$ cat config.mk
export PLATFORM = sky130hd
export DESIGN_NAME = ling_hybrid_adder
export DESIGN_NICKNAME = d
export VERILOG_FILES = /design/src/rtl/ling_hybrid_adder.sv
export SDC_FILE = /design/constraint.sdc
export NUM_CORES = 1
export LEC_CHECK = 0
export BUFFER_PORTS_ARGS = -buffer_cell sky130_fd_sc_hd__buf_2
export CORE_MARGIN = 3
export CORE_UTILIZATION = 35
export DETAILED_ROUTE_END_ITERATION = 12
export RECOVER_POWER = 25
export SLEW_MARGIN = 20
export SYNTH_ARGS = -nofsm -noshare
export SYNTH_HDL_FRONTEND = slang
export SYNTH_SLANG_ARGS = --single-unit
$ cat constraint.sdc
create_clock -name vclk -period 1.72
set_input_delay 0.172 -clock vclk [all_inputs]
set_output_delay 0.172 -clock vclk [all_outputs]
set_load 0.05 [all_outputs]
$ cat src/rtl/ling_hybrid_adder.sv
module ling_hybrid_adder #(
  parameter int W = 32
) (
  input  logic [W-1:0] a_op,
  input  logic [W-1:0] b_op,
  output logic [W-1:0] sum_o,
  output logic         cout_o
);
  localparam int NB = W / 4;

  logic [W-1:0] g, t, p, gs, ts;
  logic [NB-1:0] odd_g, odd_t, evn_g, evn_t;
  logic [NB-1:0] h_odd, h_evn;

  assign g  = a_op & b_op;
  assign t  = a_op | b_op;
  assign p  = a_op ^ b_op;
  // two-step Ling terms: H_i = gs_i | ts_i & H_(i-2)
  assign gs = g | {g[W-2:0], 1'b0};
  assign ts = {t[W-2:0], 1'b0} & {t[W-3:0], 2'b0};

  function automatic logic [NB-1:0] ks_scan(input logic [NB-1:0] gi, input logic [NB-1:0] ti);
    logic [NB-1:0] gc, tc, gn, tn;
    gc = gi;
    tc = ti;
    for (int d = 1; d < NB; d = d * 2) begin
      gn = gc;
      tn = tc;
      for (int j = d; j < NB; j++) begin
        gn[j] = gc[j] | (tc[j] & gc[j-d]);
        tn[j] = tc[j] & tc[j-d];
      end
      gc = gn;
      tc = tn;
    end
    return gc;
  endfunction

  // odd block j spans positions 4j+1, 4j+3 -> H(4j+3)
  // even block j spans positions 4j-4, 4j-2 -> H(4j-2), block 0 is empty
  for (genvar j = 0; j < NB; j++) begin : g_blk
    assign odd_g[j] = gs[4*j+3] | (ts[4*j+3] & gs[4*j+1]);
    assign odd_t[j] = ts[4*j+3] & ts[4*j+1];
    if (j == 0) begin : g_first
      assign evn_g[j] = 1'b0;
      assign evn_t[j] = 1'b0;
    end else begin : g_rest
      assign evn_g[j] = gs[4*j-2] | (ts[4*j-2] & gs[4*j-4]);
      assign evn_t[j] = ts[4*j-2] & ts[4*j-4];
    end
  end

  assign h_odd = ks_scan(odd_g, odd_t);
  assign h_evn = ks_scan(evn_g, evn_t);

  for (genvar k = 0; k < NB; k++) begin : g_sel
    localparam int B = 4 * k;
    logic ho_in, t_below;
    logic h1_0, h1_1, h0_0, h0_1, h2_0, h2_1;
    logic [1:0] ev0, ev1, od0, od1, ev, od;

    if (k == 0) begin : g_lsb
      assign ho_in   = 1'b0;
      assign t_below = 1'b0;
    end else begin : g_mid
      assign ho_in   = h_odd[k-1];
      assign t_below = t[B-1];
    end

    // even positions B, B+2 hang on the odd chain
    assign h1_0 = gs[B+1];
    assign h1_1 = gs[B+1] | ts[B+1];
    assign ev0  = {p[B+2] ^ (t[B+1] & h1_0), p[B]};
    assign ev1  = {p[B+2] ^ (t[B+1] & h1_1), p[B] ^ t_below};

    // odd positions B+1, B+3 hang on the even chain
    assign h0_0 = gs[B];
    assign h0_1 = gs[B] | ts[B];
    assign h2_0 = gs[B+2] | (ts[B+2] & h0_0);
    assign h2_1 = gs[B+2] | (ts[B+2] & h0_1);
    assign od0  = {p[B+3] ^ (t[B+2] & h2_0), p[B+1] ^ (t[B] & h0_0)};
    assign od1  = {p[B+3] ^ (t[B+2] & h2_1), p[B+1] ^ (t[B] & h0_1)};

    assign ev = ho_in    ? ev1 : ev0;
    assign od = h_evn[k] ? od1 : od0;

    assign sum_o[B+3:B] = {od[1], ev[1], od[0], ev[0]};
  end

  assign cout_o = t[W-1] & h_odd[NB-1];

endmodule

==> After elaboration in Yosys (flattened, before gate mapping) <==
Index checks and enable logic that the tools add are counted.
W data, S select, Z words.
{ "totals": {"input_bits": 64, "output_inout_bits": 33, "register_bits": 0, "wordCells": 270} }
{ "classes": {"n_mux": 14, "bitwise_logic": 256} }
{ "ops": {"columns": ["cell", "count"], "rows": [
  ["$and A1 B1 Y1", 131],
  ["$or A1 B1 Y1", 68],
  ["$and A32 B32 Y32", 2],
  ["$or A32 B32 Y32", 2],
  ["$xor A1 B1 Y1", 52],
  ["$xor A32 B32 Y32", 1],
  ["$mux W2", 14]
]} }

==> Longest topological paths before layout <==
{ "logic_depth": {"word_depth": 11, "ltp_mapped": 9, "ltp_nobuf": 9} }

==> Least setup slack after synthesis <==
OpenSTA, ideal clock, no wires.
{ "synth_timing": {"kind": "input to output", "from": "input port a_op[11]", "to": "output port cout_o", "t_arrival_ns": 2.842, "required_ns": 1.548, "slack_ns": -1.294, "n_path_buf": 0, "path_stages": 8, "cell_sequence": "inv_1 > ha_1 > nor4_4 > a21bo_1 > nor3b_2 > o21a_2 > o21bai_1 > a311oi_1"} }
{ "synth_between": {"elab_chain_len": 9, "word_cells_on_any_way": 14, "classes_between": "bitwise: 14"} }
{ "synth_rtl": {"columns": ["element", "line", "source"], "rows": [
  ["start: declaration", "4", "input logic [W-1:0] a_op,"],
  ["$or A32 B32 Y32 or $and A32 B32 Y32 (tied branches)", "16, 15", null],
  ["$and A32 B32 Y32 or $or A32 B32 Y32 (tied branches)", "20, 19", null],
  ["$and A1 B1 Y1 or $or A1 B1 Y1 (tied branches)", "43, 42", null],
  ["$and A1 B1 Y1 (on tied branches)", "30, 31", null],
  ["$or A1 B1 Y1 or $and A1 B1 Y1 (tied branches)", "30", "gn[j] = gc[j] | (tc[j] & gc[j-d]);"],
  ["$or A1 B1 Y1 (*)", "30", null],
  ["$and A1 B1 Y1 (*)", "30", null],
  ["$or A1 B1 Y1 (*)", "30", null],
  ["$and A1 B1 Y1 (*)", "90", "assign cout_o = t[W-1] & h_odd[NB-1];"],
  ["end: declaration", "7", "output logic cout_o"]
]} }
Mark *: on every way between the ends. The rest lies on a longest branch, timed or not.

==> Worst setup path after layout <==
{ "layout_timing": {"from": "input port a_op[13]", "to": "output port sum_o[30]"} }
{ "layout_between": {"elab_chain_len": 10, "word_cells_on_any_way": 16, "classes_between": "mux: 1; bitwise: 15"} }
{ "layout_rtl": {"columns": ["element", "line", "source"], "rows": [
  ["$or A32 B32 Y32 or $and A32 B32 Y32 (tied branches)", "16, 15", null],
  ["$and A32 B32 Y32 or $or A32 B32 Y32 (tied branches)", "20, 19", null],
  ["$and A1 B1 Y1", "42", "assign odd_g[j] = gs[4*j+3] | (ts[4*j+3] & gs[4*j+1]);"],
  ["$or A1 B1 Y1", "42", null],
  ["$and A1 B1 Y1", "30", null],
  ["$or A1 B1 Y1", "30", null],
  ["$and A1 B1 Y1", "30", null],
  ["$or A1 B1 Y1", "30", null],
  ["$or A1 B1 Y1 (*)", "30", null],
  ["$mux W2 (*)", "84", "assign ev = ho_in ? ev1 : ev0;"],
  ["end: declaration", "6", "output logic [W-1:0] sum_o,"]
]} }
Marked as above.

==> flow_summary_export.csv <==
group,metric,value,unit
run_status,status,"complete, but fails checks",
run_status,violations,"setup timing",
synth,synthSimpleGateAreaFrac,16.63,%
synth,synthCells,304,
floorplan,core,0.005709,mm²
setup_path,worstPathCellList,"buf_2, inv_1, ha_4, nor4_4, a21bo_1, nor3b_4, o21a_2, buf_12, nor2_4, a311oi_4, buf_6",
synth,yosys_warnings,0,
finish,clockBufferCount,0,
setup_path,end_kind,"output port",
sta,worst_pin_slew,0.6062,ns
power_and_ir_drop,pwr_density_cell,531.0,mW/mm²
floorplan,fp.dieArea,0.007126,mm²
synth,netlist_area,0.002152,mm²
power_and_ir_drop,power_switching,0.001567,W
sta,setup_violations,27,
finish,final_nets,626,
synth,syn_nets,433,
setup_path,critPathLaunchType,"primary input",
sta,fin_crit_sh,138.6,%
worst_hold_path,hp-start,"b_op[5]",
drt,ant_nets,0,
power_and_ir_drop,power_frac_clock,0,%
grt,antenna_found_initial,1,
power_and_ir_drop,vdd_drop_max,0.0003856,V
power_and_ir_drop,pwr-share-comb,100.0,%
grt,grt_usage,24.34,%
synth,synth_seq_area_share,0,%
finish,synthToLayoutAreaGrowth,143.3,%
power_and_ir_drop,power.total,0.002780,W
power_and_ir_drop,p_sw_share,56.37,%
setup_path,startpoint,"a_op[13]",
synth,ys_types,39,
synth,synth_fa_ha_area_share,38.14,%
grt,grt_overflow,0,
floorplan,dieHeight,84.42,µm
sta,drv_slew,0,
sta,final_hold_viol_count,0,
sta,rsz0062_at_grt,"true",
sta,fmax,419.4,MHz
placed_design,place.gp.congestion,0.7941,
setup_path,cp_slowest_stage_delay,0.33,ns
synth,synth-compound-area-share,21.28,%
floorplan,pin_count,97,
drt,routed_wl,11420,µm
placed_design,port_buffers,97,
setup_path,critical_path_class,"primary input to output port",
power_and_ir_drop,p_leak,2.461,nW
finish,seq_area,0,µm²
setup_path,endpoint,"sum_o[30]",
setup_path,cp.arrival,2.21,ns
setup_path,slowest_stage,"nor3b_4",
setup_path,cp_max_fo,5,
synth,synth-xor-area-share,11.40,%
sta,relSlewSlack,59.76,%
finish,fin_area,0.005235,mm²
grt,grt_pass1_wl,14430,µm
drt,num_vias,3032,
synth,postSynthAreaPerCell,7.079,µm²
sta,finalSetupTns,-13.47,ns
drt,drtPass1Iterations,4,
finish,drive_above_1_share,70.71,%
setup_path,required,1.55,ns
sta,fin_hold_ws,0.8251,ns
drt,viasPerCell,5.338,
placed_design,place_area,0.003994,mm²
drt,drt_iter0_markers,130,
placed_design,dp_hpwl,5701,µm
drt,drt-wirelength-per-cell,20.11,µm
power_and_ir_drop,internal-power,0.001213,W
sta,setup_slack,-0.6643,ns
grt,first_global_vias,3111,
sta,period_minus_slack,2.384,ns
clock_network,postCtsHoldBufs,0,
drt,drc,0,
floorplan,start_util,37.69,%
job,drv_cap,0,
power_and_ir_drop,power_frac_seq,0,%
synth,muxShareOfSynthArea,0,%
finish,seq_cell_count,0,
worst_hold_path,hold_path.class,"primary input to output port",
floorplan,rows,27,
grt,grt_max_degree,6,
floorplan,dieWidth,84.42,µm
synth,synth_top_family_by_area,"adder cells",
power by group through the flow:
stage,clock network (W),registers (W),logic [W]
after CTS,0,0,0.00250
after global placement,0,0,0.00202
after global routing,0.0000000000777,0,0.00289
after floorplan,0,0,0.00151
final,0.0000000000777,0,0.00278
after detailed placement,0,0,0.00204
synth_stat cells, types with 2 or more instances:
master / instances / share of area [%]
a211oi_1: 4 / 1.4
a21oi_1: 12 / 2.8
a311oi_1: 2 / 0.81
a31oi_1: 3 / 0.87
ha_1: 64 / 37
inv_1: 72 / 13
nand2_1: 9 / 1.6
nand2b_1: 6 / 1.7
nand3_1: 2 / 0.47
nor2_1: 41 / 7.2
nor3_1: 6 / 1.4
nor3_2: 2 / 0.93
o211ai_1: 2 / 0.70
o21a_1: 2 / 0.70
o21ai_0: 9 / 2.1
o21bai_1: 6 / 2.1
o31a_1: 5 / 2.0
o31ai_1: 8 / 2.8
or2_2: 2 / 0.58
or3_1: 2 / 0.58
xnor2_1: 8 / 3.3
xor2_1: 20 / 8.1
timing repair:
action | in CTS | in global routing
setup endpoints to repair | 28 | 29
pin swaps | 67 | 46
cloned | 0 | 0
endpoints found under the hold margin | 0 | 0
buffers inserted | 19 | 12
resized for setup | 202 | 64
stage by stage:
| stage | instances | setup slack, ns | utilization, % |
|---|---|---|---|
| after CTS | 559 | -0.5735 | 85.84 |
| after detailed placement | 542 | -0.7608 | 69.95 |
| final | 568 | -0.6643 | 91.69 |
| after floorplan | 304 | -0.6462 | - |
| after global routing | 568 | -0.7195 | 91.69 |
| after global placement | 542 | -0.7743 | 69.95 |
cell families (layout without fill, tap and decap cells):
logic type / after synthesis / in the layout
xor gates and xnor gates: 28 / 28
AOI/OAI and AO/OA: 65 / 65
and+or+nand+nor: 74 / 74
adders and majority gates: 65 / 65
buffers and inverters: 72 / 263
other: 0 / 1
cells in the final DEF, fill, tap and decap left out, drive strengths merged, types with 3 or more instances in the layout:
master  Yosys  layout
inv        72      72
o21a        3       3
buf         0     190
o21bai      6       6
o21ai      10      10
xor2       20      20
a211oi      4       4
nand2b      6       6
nand2       9       9
a21oi      12      12
nor2       41      41
a31oi       3       3
ha         64      64
nor3        8       8
xnor2       8       8
o31a        5       5
o31ai       8       8
worst max-delay path, delay by kind of cell:
family / cells / cell delay (ns)
adders and majority gates: 1 / 0.17
AOI/OAI and AO/OA: 3 / 0.71
buffers and inverters: 4 / 0.49
and+or+nand+nor: 3 / 0.67
layer usage:
layer  GRT usage [%]  vias to the layer above  routed length [µm]
met5               0                        -                   0
met4           7.914                        0                 635
met3           1.766                       55                 593
met2           50.57                      151                6320
met1           25.12                     1445                3873
li1                -                     1381                   -
how the worst min path moves through the flow:
stage	slack, ns	cells past startpoint	endpoint
global route	0.83	5	sum_o[5]
CTS	0.84	5	sum_o[8]
detailed placement	0.87	4	sum_o[0]
finish	0.83	5	sum_o[5]
floorplan	0.64	3	sum_o[14]
global placement	0.86	4	sum_o[0]
final cells by class:
type,instances,area (µm²)
multi-input cells,232,3152
repair buffers,191,1660
fillers,206,474.2
inverters,72,330.3
well taps,72,90.09
diodes,1,2.502
(Power assumes the default switching activity.)
